$ cat src/rtl/timer_rb_pkg.sv
package timer_rb_pkg;

  localparam int NUM_CNT = 3;
  localparam int CNT_W   = 16;
  localparam int ADDR_W  = 2;
  localparam logic [ADDR_W-1:0] CTRL_PORT = 2'd3;

  typedef enum logic [1:0] {
    ACC_LATCH = 2'b00,
    ACC_LO    = 2'b01,
    ACC_HI    = 2'b10,
    ACC_LOHI  = 2'b11
  } acc_e;

  function automatic logic is_two_byte(input logic [1:0] rw);
    return !((rw == ACC_LO) || (rw == ACC_HI));
  endfunction

  function automatic logic [7:0] pack_status(input logic outl, input logic nul,
                                             input logic [1:0] rw,
                                             input logic [2:0] mode,
                                             input logic bcd);
    return {outl, nul, rw, mode, bcd};
  endfunction

  function automatic logic [7:0] pick_byte(input logic [CNT_W-1:0] v,
                                           input logic [1:0] rw,
                                           input logic ptr);
    if (rw == ACC_LO)      return v[7:0];
    else if (rw == ACC_HI) return v[15:8];
    else                   return ptr ? v[15:8] : v[7:0];
  endfunction

endpackage

$ cat src/rtl/rb_cmd_decode.sv
module rb_cmd_decode
  import timer_rb_pkg::*;
#(
  parameter int N = NUM_CNT
) (
  input  logic         clk,
  input  logic         rst,
  input  logic         wr_evt,
  input  logic [7:0]   wdata,
  output logic [N-1:0] cnt_req,
  output logic [N-1:0] sts_req,
  output logic [N-1:0] reprog
);

  logic is_multi;
  assign is_multi = (wdata[7:6] == 2'b11) && !wdata[0];

  for (genvar i = 0; i < N; i++) begin : g_sel
    logic pick_multi, pick_single;
    assign pick_multi  = is_multi && wdata[1+i];
    assign pick_single = (wdata[7:6] == 2'(i));
    assign cnt_req[i]  = wr_evt && ((pick_multi && !wdata[5]) ||
                                    (pick_single && (wdata[5:4] == ACC_LATCH)));
    assign sts_req[i]  = wr_evt && pick_multi && !wdata[4];
    assign reprog[i]   = wr_evt && pick_single && (wdata[5:4] != ACC_LATCH);
  end

  assert_no_conflict_R7: assert property (@(posedge clk) disable iff (rst)
    ((cnt_req | sts_req) & reprog) == '0);

  assert_ignored_form_R1: assert property (@(posedge clk) disable iff (rst)
    (wr_evt && (wdata[7:6] == 2'b11) && wdata[0]) |-> (sts_req == '0));

endmodule

$ cat src/rtl/rb_lane.sv
module rb_lane
  import timer_rb_pkg::*;
(
  input  logic             clk,
  input  logic             rst,
  input  logic             rd_evt,
  input  logic             cnt_req,
  input  logic             sts_req,
  input  logic             reprog,
  input  logic [CNT_W-1:0] live_cnt,
  input  logic             out_lvl,
  input  logic             null_flag,
  input  logic [2:0]       mode,
  input  logic [1:0]       rw,
  input  logic             bcd,
  output logic [7:0]       rdata
);

  logic             cnt_latched, sts_latched, ptr;
  logic [CNT_W-1:0] cnt_hold;
  logic [7:0]       sts_hold;
  logic             two;

  logic cnt_take, sts_take, sts_drain, cnt_byte, cnt_release;

  assign two         = is_two_byte(rw);
  assign cnt_take    = cnt_req && !cnt_latched;
  assign sts_take    = sts_req && !sts_latched;
  assign sts_drain   = rd_evt && sts_latched;
  assign cnt_byte    = rd_evt && !sts_latched;
  assign cnt_release = cnt_byte && cnt_latched && (!two || ptr);

  always_ff @(posedge clk) begin
    if (rst || reprog) begin
      cnt_latched <= 1'b0;
      sts_latched <= 1'b0;
      ptr         <= 1'b0;
    end else begin
      if (sts_drain)         sts_latched <= 1'b0;
      if (cnt_byte && two)   ptr         <= ~ptr;
      if (cnt_release)       cnt_latched <= 1'b0;
      if (cnt_take)          cnt_latched <= 1'b1;
      if (sts_take)          sts_latched <= 1'b1;
    end
  end

  always_ff @(posedge clk) begin
    if (cnt_take) cnt_hold <= live_cnt;
    if (sts_take) sts_hold <= pack_status(out_lvl, null_flag, rw, mode, bcd);
  end

  always_comb begin
    if (sts_latched)      rdata = sts_hold;
    else if (cnt_latched) rdata = pick_byte(cnt_hold, rw, ptr);
    else                  rdata = pick_byte(live_cnt, rw, ptr);
  end

  assert_cnt_relatch_R3: assert property (@(posedge clk) disable iff (rst)
    (cnt_latched && cnt_req && !reprog) |=> (cnt_hold == $past(cnt_hold)));

  assert_sts_relatch_R3: assert property (@(posedge clk) disable iff (rst)
    (sts_latched && sts_req && !reprog) |=> (sts_hold == $past(sts_hold)));

  assert_status_first_R4: assert property (@(posedge clk) disable iff (rst)
    (rd_evt && sts_latched) |-> (rdata == sts_hold));

  assert_status_keeps_ptr_R4: assert property (@(posedge clk) disable iff (rst)
    (rd_evt && sts_latched && !reprog) |=> (ptr == $past(ptr)));

  assert_reprog_clears_R8: assert property (@(posedge clk) disable iff (rst)
    reprog |=> (!cnt_latched && !sts_latched && !ptr));

  assert_idle_holds_R10: assert property (@(posedge clk) disable iff (rst)
    (!rd_evt && !cnt_req && !sts_req && !reprog) |=>
      (cnt_latched == $past(cnt_latched) && sts_latched == $past(sts_latched) &&
       ptr == $past(ptr)));

endmodule

$ cat src/rtl/rb_read_mux.sv
module rb_read_mux
  import timer_rb_pkg::*;
#(
  parameter int N = NUM_CNT
) (
  input  logic [ADDR_W-1:0] addr,
  input  logic [N*8-1:0]    lane_data,
  output logic [7:0]        rdata
);

  always_comb begin
    rdata = 8'h00;
    for (int i = 0; i < N; i++)
      if (addr == ADDR_W'(i)) rdata = lane_data[i*8 +: 8];
  end

endmodule

$ cat src/rtl/timer_readback_ctrl.sv
module timer_readback_ctrl
  import timer_rb_pkg::*;
(
  input  logic                     clk,
  input  logic                     rst,
  input  logic [ADDR_W-1:0]        bus_addr,
  input  logic                     bus_rd,
  input  logic                     bus_wr,
  input  logic [7:0]               bus_wdata,
  output logic [7:0]               bus_rdata,
  input  logic [NUM_CNT*CNT_W-1:0] cnt_live,
  input  logic [NUM_CNT-1:0]       cnt_out,
  input  logic [NUM_CNT-1:0]       cnt_null,
  input  logic [NUM_CNT*3-1:0]     cnt_mode,
  input  logic [NUM_CNT*2-1:0]     cnt_rw,
  input  logic [NUM_CNT-1:0]       cnt_bcd
);

  logic               ctrl_wr;
  logic [NUM_CNT-1:0] cnt_req, sts_req, reprog, rd_hit;
  logic [NUM_CNT*8-1:0] lane_data;

  assign ctrl_wr = bus_wr && (bus_addr == CTRL_PORT);

  rb_cmd_decode #(.N(NUM_CNT)) u_decode (
    .clk     (clk),
    .rst     (rst),
    .wr_evt  (ctrl_wr),
    .wdata   (bus_wdata),
    .cnt_req (cnt_req),
    .sts_req (sts_req),
    .reprog  (reprog)
  );

  for (genvar i = 0; i < NUM_CNT; i++) begin : g_lane
    assign rd_hit[i] = bus_rd && !bus_wr && (bus_addr == ADDR_W'(i));
    rb_lane u_lane (
      .clk       (clk),
      .rst       (rst),
      .rd_evt    (rd_hit[i]),
      .cnt_req   (cnt_req[i]),
      .sts_req   (sts_req[i]),
      .reprog    (reprog[i]),
      .live_cnt  (cnt_live[i*CNT_W +: CNT_W]),
      .out_lvl   (cnt_out[i]),
      .null_flag (cnt_null[i]),
      .mode      (cnt_mode[i*3 +: 3]),
      .rw        (cnt_rw[i*2 +: 2]),
      .bcd       (cnt_bcd[i]),
      .rdata     (lane_data[i*8 +: 8])
    );
  end

  rb_read_mux #(.N(NUM_CNT)) u_mux (
    .addr      (bus_addr),
    .lane_data (lane_data),
    .rdata     (bus_rdata)
  );

  assert_ctrl_reads_zero_R10: assert property (@(posedge clk) disable iff (rst)
    (bus_rd && bus_addr == CTRL_PORT) |-> (bus_rdata == 8'h00));

  assert_one_lane_read_R6: assert property (@(posedge clk) disable iff (rst)
    $onehot0(rd_hit));

endmodule

$ cat config.mk
export PLATFORM = sky130hd
export DESIGN_NAME = timer_readback_ctrl
export DESIGN_NICKNAME = d
export VERILOG_FILES = /design/src/rtl/timer_rb_pkg.sv /design/src/rtl/rb_cmd_decode.sv /design/src/rtl/rb_lane.sv /design/src/rtl/rb_read_mux.sv /design/src/rtl/timer_readback_ctrl.sv
export SDC_FILE = /design/constraint.sdc
export NUM_CORES = 1
export LEC_CHECK = 0
export ABC_AREA = 1
export BUFFER_PORTS_ARGS = -buffer_cell sky130_fd_sc_hd__buf_4
export CORE_UTILIZATION = 50
export DETAILED_ROUTE_END_ITERATION = 7
export GPL_TIMING_DRIVEN = 1
export PLACE_DENSITY = 0.78
export SLEW_MARGIN = 20
export SYNTH_ARGS = -nofsm -noshare
export SYNTH_HDL_FRONTEND = slang
export SYNTH_SLANG_ARGS = --single-unit
$ cat constraint.sdc
create_clock -name clk -period 2.1 [get_ports clk]
set_clock_uncertainty 0.2 [all_clocks]
set_input_delay 0.21 -clock clk [delete_from_list [all_inputs] [get_ports clk]]
set_output_delay 0.21 -clock clk [all_outputs]
set_load 0.05 [all_outputs]
# [Yosys cells after proc, flatten, opt, wreduce, memory -nomap -nowiden]
# Cells that the tools add are included.
[totals] in_bits=86 register_bits=81 out_inout_bits=8
[op_classes] n_eq_ne=12 n_reduce_logical=86 n_mux=39 bitwise=3
[op_table] cell="$mux 8" count=27
[op_table] cell="$logic_and 1x1->1" count=51
[op_table] cell="$eq 2x2->1 const B" count=7
[op_table] cell="$reduce_bool 2->1" count=7
[op_table] cell="$logic_not 1->1" count=13
[op_table] cell="$logic_or 1x1->1" count=12
[op_table] cell="$mux 1" count=12
[op_table] cell="$eq 2x1->1 const B" count=5
[op_table] cell="$logic_not 2->1" count=3
[op_table] cell="$not 1->1" count=3

# [Longest topological paths before layout]
# Gate-level depths: netlist of run 1.
[depth] ltp_word=8 depth_mapped=11 depth_no_buf=11

# [By module]
# From an unflattened synthesis of run 1, not the netlist that was laid out.
[unflattened] cells_unflattened=585 area_unflattened_um2=4897.2
[modules_own_cells] module="rb_lane" cells_per_inst=170 instances=3 area_each_um2=1515.2
[modules_own_cells] module="rb_read_mux" cells_per_inst=37 instances=1 area_each_um2=187.7
[modules_own_cells] module="rb_cmd_decode" cells_per_inst=26 instances=1 area_each_um2=116.4
[modules_own_cells] module="timer_readback_ctrl" cells_per_inst=12 instances=1 area_each_um2=47.5

# [Worst setup path after synthesis of run 1]
# Ideal clock, no wire load.
[synth_timing] path_type="in2reg" from="input port bus_wdata[7]" to="register g_lane[2].u_lane.sts_hold[0] (enable)" setup_ns=0.395 setup_slack_ns=0.137 required_time_ns=1.505 arrival_ns=1.368 path_buffers=0 cell_stages=4 cell_sequence="inv_2 nor3_4 nand2_2 nor4_1"
[synth_between] elab_chain_len=6
[synth_lines] element="start: declaration" line_no="timer_readback_ctrl.sv:9" text="input logic [7:0] bus_wdata,"
[synth_lines] element="$eq 2x2->1" line_no="rb_cmd_decode.sv:16" text="assign is_multi = (wdata[7:6] == 2'b11) && !wdata[0];"
[synth_lines] element="$logic_and 1x1->1" line_no="rb_cmd_decode.sv:16"
[synth_lines] element="$logic_and 1x1->1" line_no="rb_cmd_decode.sv:20" text="assign pick_multi = is_multi && wdata[1+i];"
[synth_lines] element="$logic_and 1x1->1 (2 in a row)" line_no="rb_cmd_decode.sv:24" text="assign sts_req[i] = wr_evt && pick_multi && !wdata[4];"
[synth_lines] element="$logic_and 1x1->1" line_no="rb_lane.sv:28" text="assign sts_take = sts_req && !sts_latched;"
[synth_lines] element="via g_lane[2].u_lane.sts_take" line_no="rb_lane.sv:24" text="logic cnt_take, sts_take, sts_drain, cnt_byte, cnt_release;"
[synth_lines] element="end signal: assignment" line_no="rb_lane.sv:49" text="if (sts_take) sts_hold <= pack_status(out_lvl, null_flag, rw, mode, bcd);"
[synth_lines] element="end: declaration" line_no="rb_lane.sv:21" text="logic [7:0] sts_hold;"
# The timed path passes the listed nets, and every way through them passes these cells.
# A chain may end at the register's enable or synchronous reset.

# [Final worst setup path of run 1]
[layout_timing] from="register g_lane[2].u_lane.ptr" to="output port bus_rdata[3]"
[layout_between] elab_chain_len=6
[layout_lines] element="start: declaration" line_no="rb_lane.sv:19" text="logic cnt_latched, sts_latched, ptr;"
[layout_lines] element="start signal: assignment" line_no="rb_lane.sv:40" text="if (cnt_byte && two) ptr <= ~ptr;"
[layout_lines] element="$mux 8" line_no="timer_rb_pkg.sv:31" text="else return ptr ? v[15:8] : v[7:0];"
[layout_lines] element="$mux 8" line_no="timer_rb_pkg.sv:30" text="else if (rw == ACC_HI) return v[15:8];"
[layout_lines] element="$mux 8" line_no="timer_rb_pkg.sv:29" text="if (rw == ACC_LO) return v[7:0];"
[layout_lines] element="$mux 8 (*)" line_no="rb_lane.sv:54" text="else if (cnt_latched) rdata = pick_byte(cnt_hold, rw, ptr);"
[layout_lines] element="$mux 8 (*)" line_no="rb_lane.sv:53" text="if (sts_latched) rdata = sts_hold;"
[layout_lines] element="$mux 8 (*)" line_no="rb_read_mux.sv:14" text="if (addr == ADDR_W'(i)) rdata = lane_data[i*8 +: 8];"
[layout_lines] element="end: declaration" line_no="timer_readback_ctrl.sv:10" text="output logic [7:0] bus_rdata,"
# Mark *: on every way between the ends. The rest lies on a longest branch, timed or not.

==> results of run 1 <==
==> power breakdown <==
part	total [uW]	switching [uW]	internal, uW
Sequential	1770	4.41	1760
Clock	1130	586	544
Combinational	768	395	374
==> cell type report <==
type                    count  area [um2]
inverters                  91       342.8
well taps                 105       131.4
repair buffers            190        1702
fillers                   534        1841
clock buffers              10       127.6
multi-input cells         332        1832
flip-flops and latches     81        2346
clock inverters             6       60.06
==> final timing paths <==
path                                      from  cells after the start  slack (ps)                      endpoint
setup / recovery          g_lane[2].u_lane.ptr                      8         -60                  bus_rdata[3]
hold / removal                    bus_wdata[4]                      4           8  g_lane[1].u_lane.cnt_latched
setup reg to reg  g_lane[2].u_lane.cnt_latched                      5         550  g_lane[2].u_lane.cnt_hold[8]
hold reg to reg   g_lane[0].u_lane.sts_latched                      2         290  g_lane[0].u_lane.sts_latched
==> registers in the layout, summed over array words and instances (netlist names) <==
name and count:
g_lane.u_lane.ptr 3, g_lane.u_lane.cnt_hold 48, g_lane.u_lane.sts_hold 24, g_lane.u_lane.cnt_latched 3, g_lane.u_lane.sts_latched 3
==> through the flow <==
stage	util [%]	cells	total power [uW]
global route	78.04	815	3792
finish	78.04	815	3664
floorplan	-	519	2107
CTS	74.70	811	3571
detailed placement	62.95	719	2350
global placement	62.95	719	2340
==> logic make-up (layout without fill, tap and decap cells) <==
logic type	after synthesis	count (layout)	share of synthesized area, %
simple gates	308	308	32.77
buf+inv	106	297	9.969
flops	81	81	53.02
compound gates	18	18	2.549
fa+ha+maj	6	6	1.699
==> timing repair <==
item / 4_1_cts / 5_1_grt
hold buffers: 74 / 0
hold endpoints to repair: 81 / 0
pin swaps: 1 / 20
resized for setup: 9 / 61
setup buffers: 2 / 2
cloned: 0 / 2
setup endpoints to repair: 8 / 8
==> per-layer routing <==
metal / share of wire [%] / vias to the layer above
met2: 48 / 273
li1: - / 2061
met4: 4.2 / 0
met3: 7.7 / 58
met1: 40 / 1957
met5: 0 / -
==> worst min-delay path, stage by stage <==
cell and delay (ps):
buf_4 110, o21ai_2 60, nand3_1 80, a21oi_1 70
==> cell usage in the layout (no fill, tap or decap), types with 7 or more instances in the layout <==
master,synthesis,layout
inv_2,8,9
dlygate4sd3_1,0,74
nand2_2,6,14
nor2_1,57,57
nand3_2,1,30
dfxtp_1,9,8
a21oi_1,10,10
nand2_1,110,99
inv_1,80,79
nand3b_1,29,29
buf_4,2,102
clkbuf_8,0,9
buf_8,1,7
edfxtp_1,72,72
nand3_1,97,68
==> impl_results.md, run 1 <==
* Starting Density at 52.71%
* Placement Cell Area at 5276 um2
* Final Instance Area at 6541 um2
* Via count at 4,349
* Via density at ~5.3
* Bufs on Longest Clock Path at 2
* GRT Resource Usage Total at 28.06%
* Number of max-cap violations at 0
* CP bufs+invs at 2
* RSZ-0062 raised after global routing: true
* CTS tree: done
* Total negative slack at -94.49 ps
* Die width at 96 um
* Max Slew Vio Count at 0
* Post-DR wirelength/cell at between 15 and 20 um
* Post-Syn Nets at 611
* CTS Root Cell: clkbuf_8
* Syn_area_per_cell at 8.512 um2
* Most used DFF post-synth: edfxtp_1
* Largest net degree at the start of global routing at 17
* Top-count cell post-synth: nand2_1
* Row count at 33
* YS warnings at 0
* Seq/Total Area, Yosys at 53.02%
* Initial antenna violation count at 0
* Number of antenna diodes at 0
* DP Worst Slack at ~40 ps
* Final hold vios at 0
* Worst-path clk slew at around 90 ps
* DRT iter0 DRCs at 418
* CP dominant cell by count: nand3_2
* Worst path cell trace: o21ai_4, buf_12, nand2_1, nand3_1, nand3_2, nand2_2, nand3_2, buf_6
* Met3 Use GR at 4.739%
* DRT Pass-1 Iters at 7
* Distinct cells, synth at 28
* Slew HR at 73.85%
* Synth cell count leaders: nand2_1 (110), nand3_1 (97), inv_1 (80)
* IO Count at 94
* Num CTS Buffers at 9
* Crit path kind: reg2out
* Crit end category: primary output
* Crit share post-route at 103.0%
* First-pass GRT wire length at 19.24 mm
* Most used routing layer: met2
* PortBufs at 93
* Core area at 8382 um2
* GR Overflow Total at 0
* Top post-synthesis cells by area: edfxtp_1 (49%), nand3_1 (11%), nand2_1 (9.3%)
* ANT nets after route at 0
* M1 GR Usage at 35.93%
* Hold slack at 8.170 ps
* Pleak at 0.003058 uW
* DRC Markers at 0
* Worst Max-Slew Pin Slew at a little under 400 ps
* Cells after synthesis at ~520
* Crit-path max cell delay at 370 ps
* Final wirelength at 13.11 mm
* Share of layout cells above drive strength 1 at between 20 and 30%
* Hold crit path type: in2reg
* Setup violators final at 5
* Crit start category: flip-flop
* Fin crit period at 2163 ps
* CP required at between 1500 and 2000 ps
* Crit path max-delay family: simple AND/OR/NAND/NOR gates
* Cell Area, Synth at ~4400 um2
* Num Clock Sinks at 81
* Met2 Track Usage GR at 45.98%
* Outcome: finished with violations
* Crit-path max FO at 8
* Worst vdd ir at 0.4052 mV
* CP max-delay cell: dfxtp_4
* Clk Latency, worst-skew pair at 350 ps
* Max Clock Freq at 462.4 MHz
* RePlAce Congestion at 0.8974
* Height of the die at roughly 96 um
* Number of global-route vias before repair at ~4,100
* H-tree level count at 3
* P&R area growth vs syn at 48.06%
* Share of Yosys cell area claimed by the top area cell type at about half
* Number of synthesized flops with an enable pin at 72
* HPWL Detailed at 8.154 mm
* Die area at 9216 um2
* Ys async rst share at 0%
* Failing checks: negative setup slack
* Final WS setup at -62.75 ps
* Flops & latches, synth at 81
* Layout Nets at 797
* Critical path data arrival time at about 1800 ps
* Pwr Density at roughly 560 nW/um2
* Synth area leader: edfxtp_1
Power figures use the tool's default switching activity.
==> run 2: changes to the inputs <==
--- a/config.mk
+++ b/config.mk
@@ -5,12 +5,14 @@
 export SDC_FILE = /design/constraint.sdc
 export NUM_CORES = 1
 export LEC_CHECK = 0
-export ABC_AREA = 1
+export ABC_AREA = 0
 export BUFFER_PORTS_ARGS = -buffer_cell sky130_fd_sc_hd__buf_4
 export CORE_UTILIZATION = 50
+export CTS_BUF_LIST = sky130_fd_sc_hd__clkbuf_4 sky130_fd_sc_hd__clkbuf_8
+export CTS_CLUSTER_SIZE = 12
 export DETAILED_ROUTE_END_ITERATION = 7
 export GPL_TIMING_DRIVEN = 1
-export PLACE_DENSITY = 0.78
+export PLACE_DENSITY = 0.79
 export SLEW_MARGIN = 20
 export SYNTH_ARGS = -nofsm -noshare
 export SYNTH_HDL_FRONTEND = slang
==> run 2 against run 1 <==
Compared with the run above:
- the run still ends with negative setup slack left
- die area is 12% lower
- via count shrank 30%
- hold slack better by 11 ps
- clock power shrank 4%
- count of clock-buffer cells in the layout is 1 lower
- critical path depth fell by 2
- global-route usage rose by 0.63 points
- sequential power hardly changed
- cell area down 7.2%
- total power is 4.4% lower
==> impl_results.md, run 2 <==
* Outcome: finished with violations
* Failing checks: negative setup slack
* Top-count cell post-synth: edfxtp_1
* Final wirelength at 11.03 mm
* DRT iter0 DRCs at 185
* Most used DFF post-synth: edfxtp_1
* Final WS setup at -293.6 ps
* Share of Yosys cell area claimed by the top area cell type at 55.94%
* CP required at 1690 ps
* R2R Setup Slk at 240 ps
* Worst-path clk slew at 90 ps
* CTS tree: done
* Synth area leader: edfxtp_1
* Met1 WL at 4.536 mm
* Seq/Total Area, Yosys at 60.60%
* Crit end category: primary output
* RePlAce Congestion at between 0.8 and 0.9
* Post-Syn Nets at around 340
* Hold slack at 18.76 ps
* Cell Area, Synth at 3865 um2
* DRC Markers at 0
* Row count at 31
* Pwr Density at 577.4 nW/um2
* Layout Nets at 544
* Most common cell after layout, fill and taps aside: buf_4
* H-tree level count at 3
* Max Slew Vio Count at 0
* Crit path max-delay family: multiplexers
* Ys async rst share at 0%
* Bufs on Longest Clock Path at 2
* P&R area growth vs syn at 57.01%
* Number of global-route vias before repair at 3,299
* Flops & latches, synth at 81
* Fill cells at roughly 400
* Crit path kind: reg2out
* PortBufs at 93
* Hold crit path type: in2reg
* Height of the die at around 90 um
* Worst path cell trace: buf_6, mux4_2, mux2i_4, nor2_1, a2bb2oi_2, buf_6
* Via count at approximately 3,000
* CP max-delay cell: mux4_2
* Largest register by flop count: g_lane.u_lane.cnt_hold
* Number of synthesized flops with an enable pin at 72
* YS warnings at 0
* Share of layout cells above drive strength 1 at roughly 44%
* ANT nets after route at 0
* Final std cells w/o fill at 556
* Max Clock Freq at around 420 MHz
* Number of max-cap violations at 0
* Placed Cells incl. Taps at 456
* Num CTS Buffers at 9
* Largest regs: g_lane.u_lane.cnt_hold (48), g_lane.u_lane.sts_hold (24)
* Starting Density at between 50% and 60%
* Syn_area_per_cell at 15.65 um2
* RSZ-0062 raised after global routing: true
* Clk Latency, worst-skew pair at between 300 and 400 ps
* WL met2 at about 5.6 mm
* Setup violators final at 8
* Met3 WL at 635 um
* Critical path data arrival time at roughly 2000 ps
* Fin crit period at 2394 ps
* Crit-path max FO at 3
* Slew HR at 61.60%
* Highest metal used: met4
* Most frequent cells in the layout: buf_4 (116), dlygate4sd3_1 (73), edfxtp_1 (72), mux4_2 (19), nor2_1 (15)
* Worst vdd ir at 0.4946 mV
* Post-DR wirelength/cell at 19.84 um
* HPWL Detailed at about 7.1 mm
* CTS Root Cell: clkbuf_8
* Num Clock Sinks at between 80 and 90
* DRT Pass-1 Iters at 4
* Crit start category: flip-flop
* Top post-synthesis cells by area: edfxtp_1 (56%), mux4_2 (7.6%), mux4_1 (7.5%)
* Distinct cells, synth at 39
* Number of antenna diodes at 0
* GR Overflow Total at 0
* Synth cell count leaders: edfxtp_1 (72), a21oi_1 (16), nor2_1 (16)
* Worst Max-Slew Pin Slew at 574.9 ps
* Largest register FFs at 48
* Final hold vios at 0
* CP bufs+invs at 2
* Crit-path max cell delay at 540 ps
* Die width at approximately 90 um
* Cells after synthesis at 247
* GRT Resource Usage Total at 28.69%
* Pleak at 0.002305 uW
* Core area at 7370 um2
* Crit share post-route at 114.0%
* Initial antenna violation count at 0
* First-pass GRT wire length at 17.16 mm
* CP dominant cell by count: buf_6
* Die area at 8086 um2
* IO Count at 94
* Via density at 5.478
* Largest net degree at the start of global routing at 18
## run 2: cell families (layout without fill, tap and decap cells)
family / count (synthesis) / in the layout / share of synthesized area [%]
simple gates: 54 / 54 / 7.511
xor+xnor: 3 / 3 / 0.6800
flops: 81 / 81 / 60.60
mux: 36 / 36 / 18.16
buf+inv: 21 / 231 / 2.590
compound gates: 46 / 46 / 8.514
fa+ha+maj: 6 / 6 / 1.942
## run 2: worst min-delay path, delay by kind of cell
kind | cells | cell delay, ps
AO/OA/AOI/OAI | 2 | 210
buffers and inverters | 1 | 130
## run 2: through the flow
stage | area [um2] | setup WS, ps | TNS (ps) | utilization [%] | power, uW
2_1_floorplan | 3924 | 1.171 | 0 | - | 2040
6_report | 6068 | -293.6 | -2036 | 82.34 | 3504
5_1_grt | 6068 | -339.4 | -2479 | 82.34 | 3620
4_1_cts | 5967 | -279.4 | -2072 | 80.97 | 3484
3_3_place_gp | 4923 | -75.86 | -329.3 | 66.81 | 2271
3_5_place_dp | 4923 | -115.4 | -693.7 | 66.81 | 2284
## run 2: routing by layer
metal,vias to the layer above,global-route usage (%)
li1,1390,-
met1,1515,36.33
met2,120,47.69
met3,21,7.191
met4,0,11.29
met5,-,0
## run 2: cell type report
class,count,area [um2],share of cell area [%]
sequential,81,2362,38.93
timing repair buffer,203,1799,29.65
multi-input combinational,145,1546,25.48
clock buffer,9,123.9,2.041
tap,99,123.9,2.041
clock inverter,7,62.56,1.031
inverter,12,50.05,0.8247
## run 2: final timing paths
check,endpoint,from,depth (start not counted)
hold reg to reg,g_lane[0].u_lane.ptr,g_lane[0].u_lane.ptr,2
setup / recovery,bus_rdata[3],g_lane[1].u_lane.cnt_latched,6
setup reg to reg,g_lane[2].u_lane.sts_hold[6],g_lane[2].u_lane.sts_latched,3
hold / removal,g_lane[0].u_lane.sts_latched,bus_addr[1],3
## run 2: power by group
group,switching (uW),internal (uW)
combinational,278,372
clock,639,454
sequential,6.09,1750
total,924,2580
## run 2: what timing repair did
item | 4_1_cts | 5_1_grt
cloned | 0 | 1
pin swaps | 4 | 7
endpoints found under the hold margin | 76 | 0
buffers inserted | 6 | 4
resized for setup | 32 | 15
hold buffers | 73 | 0
setup endpoints to repair | 8 | 8
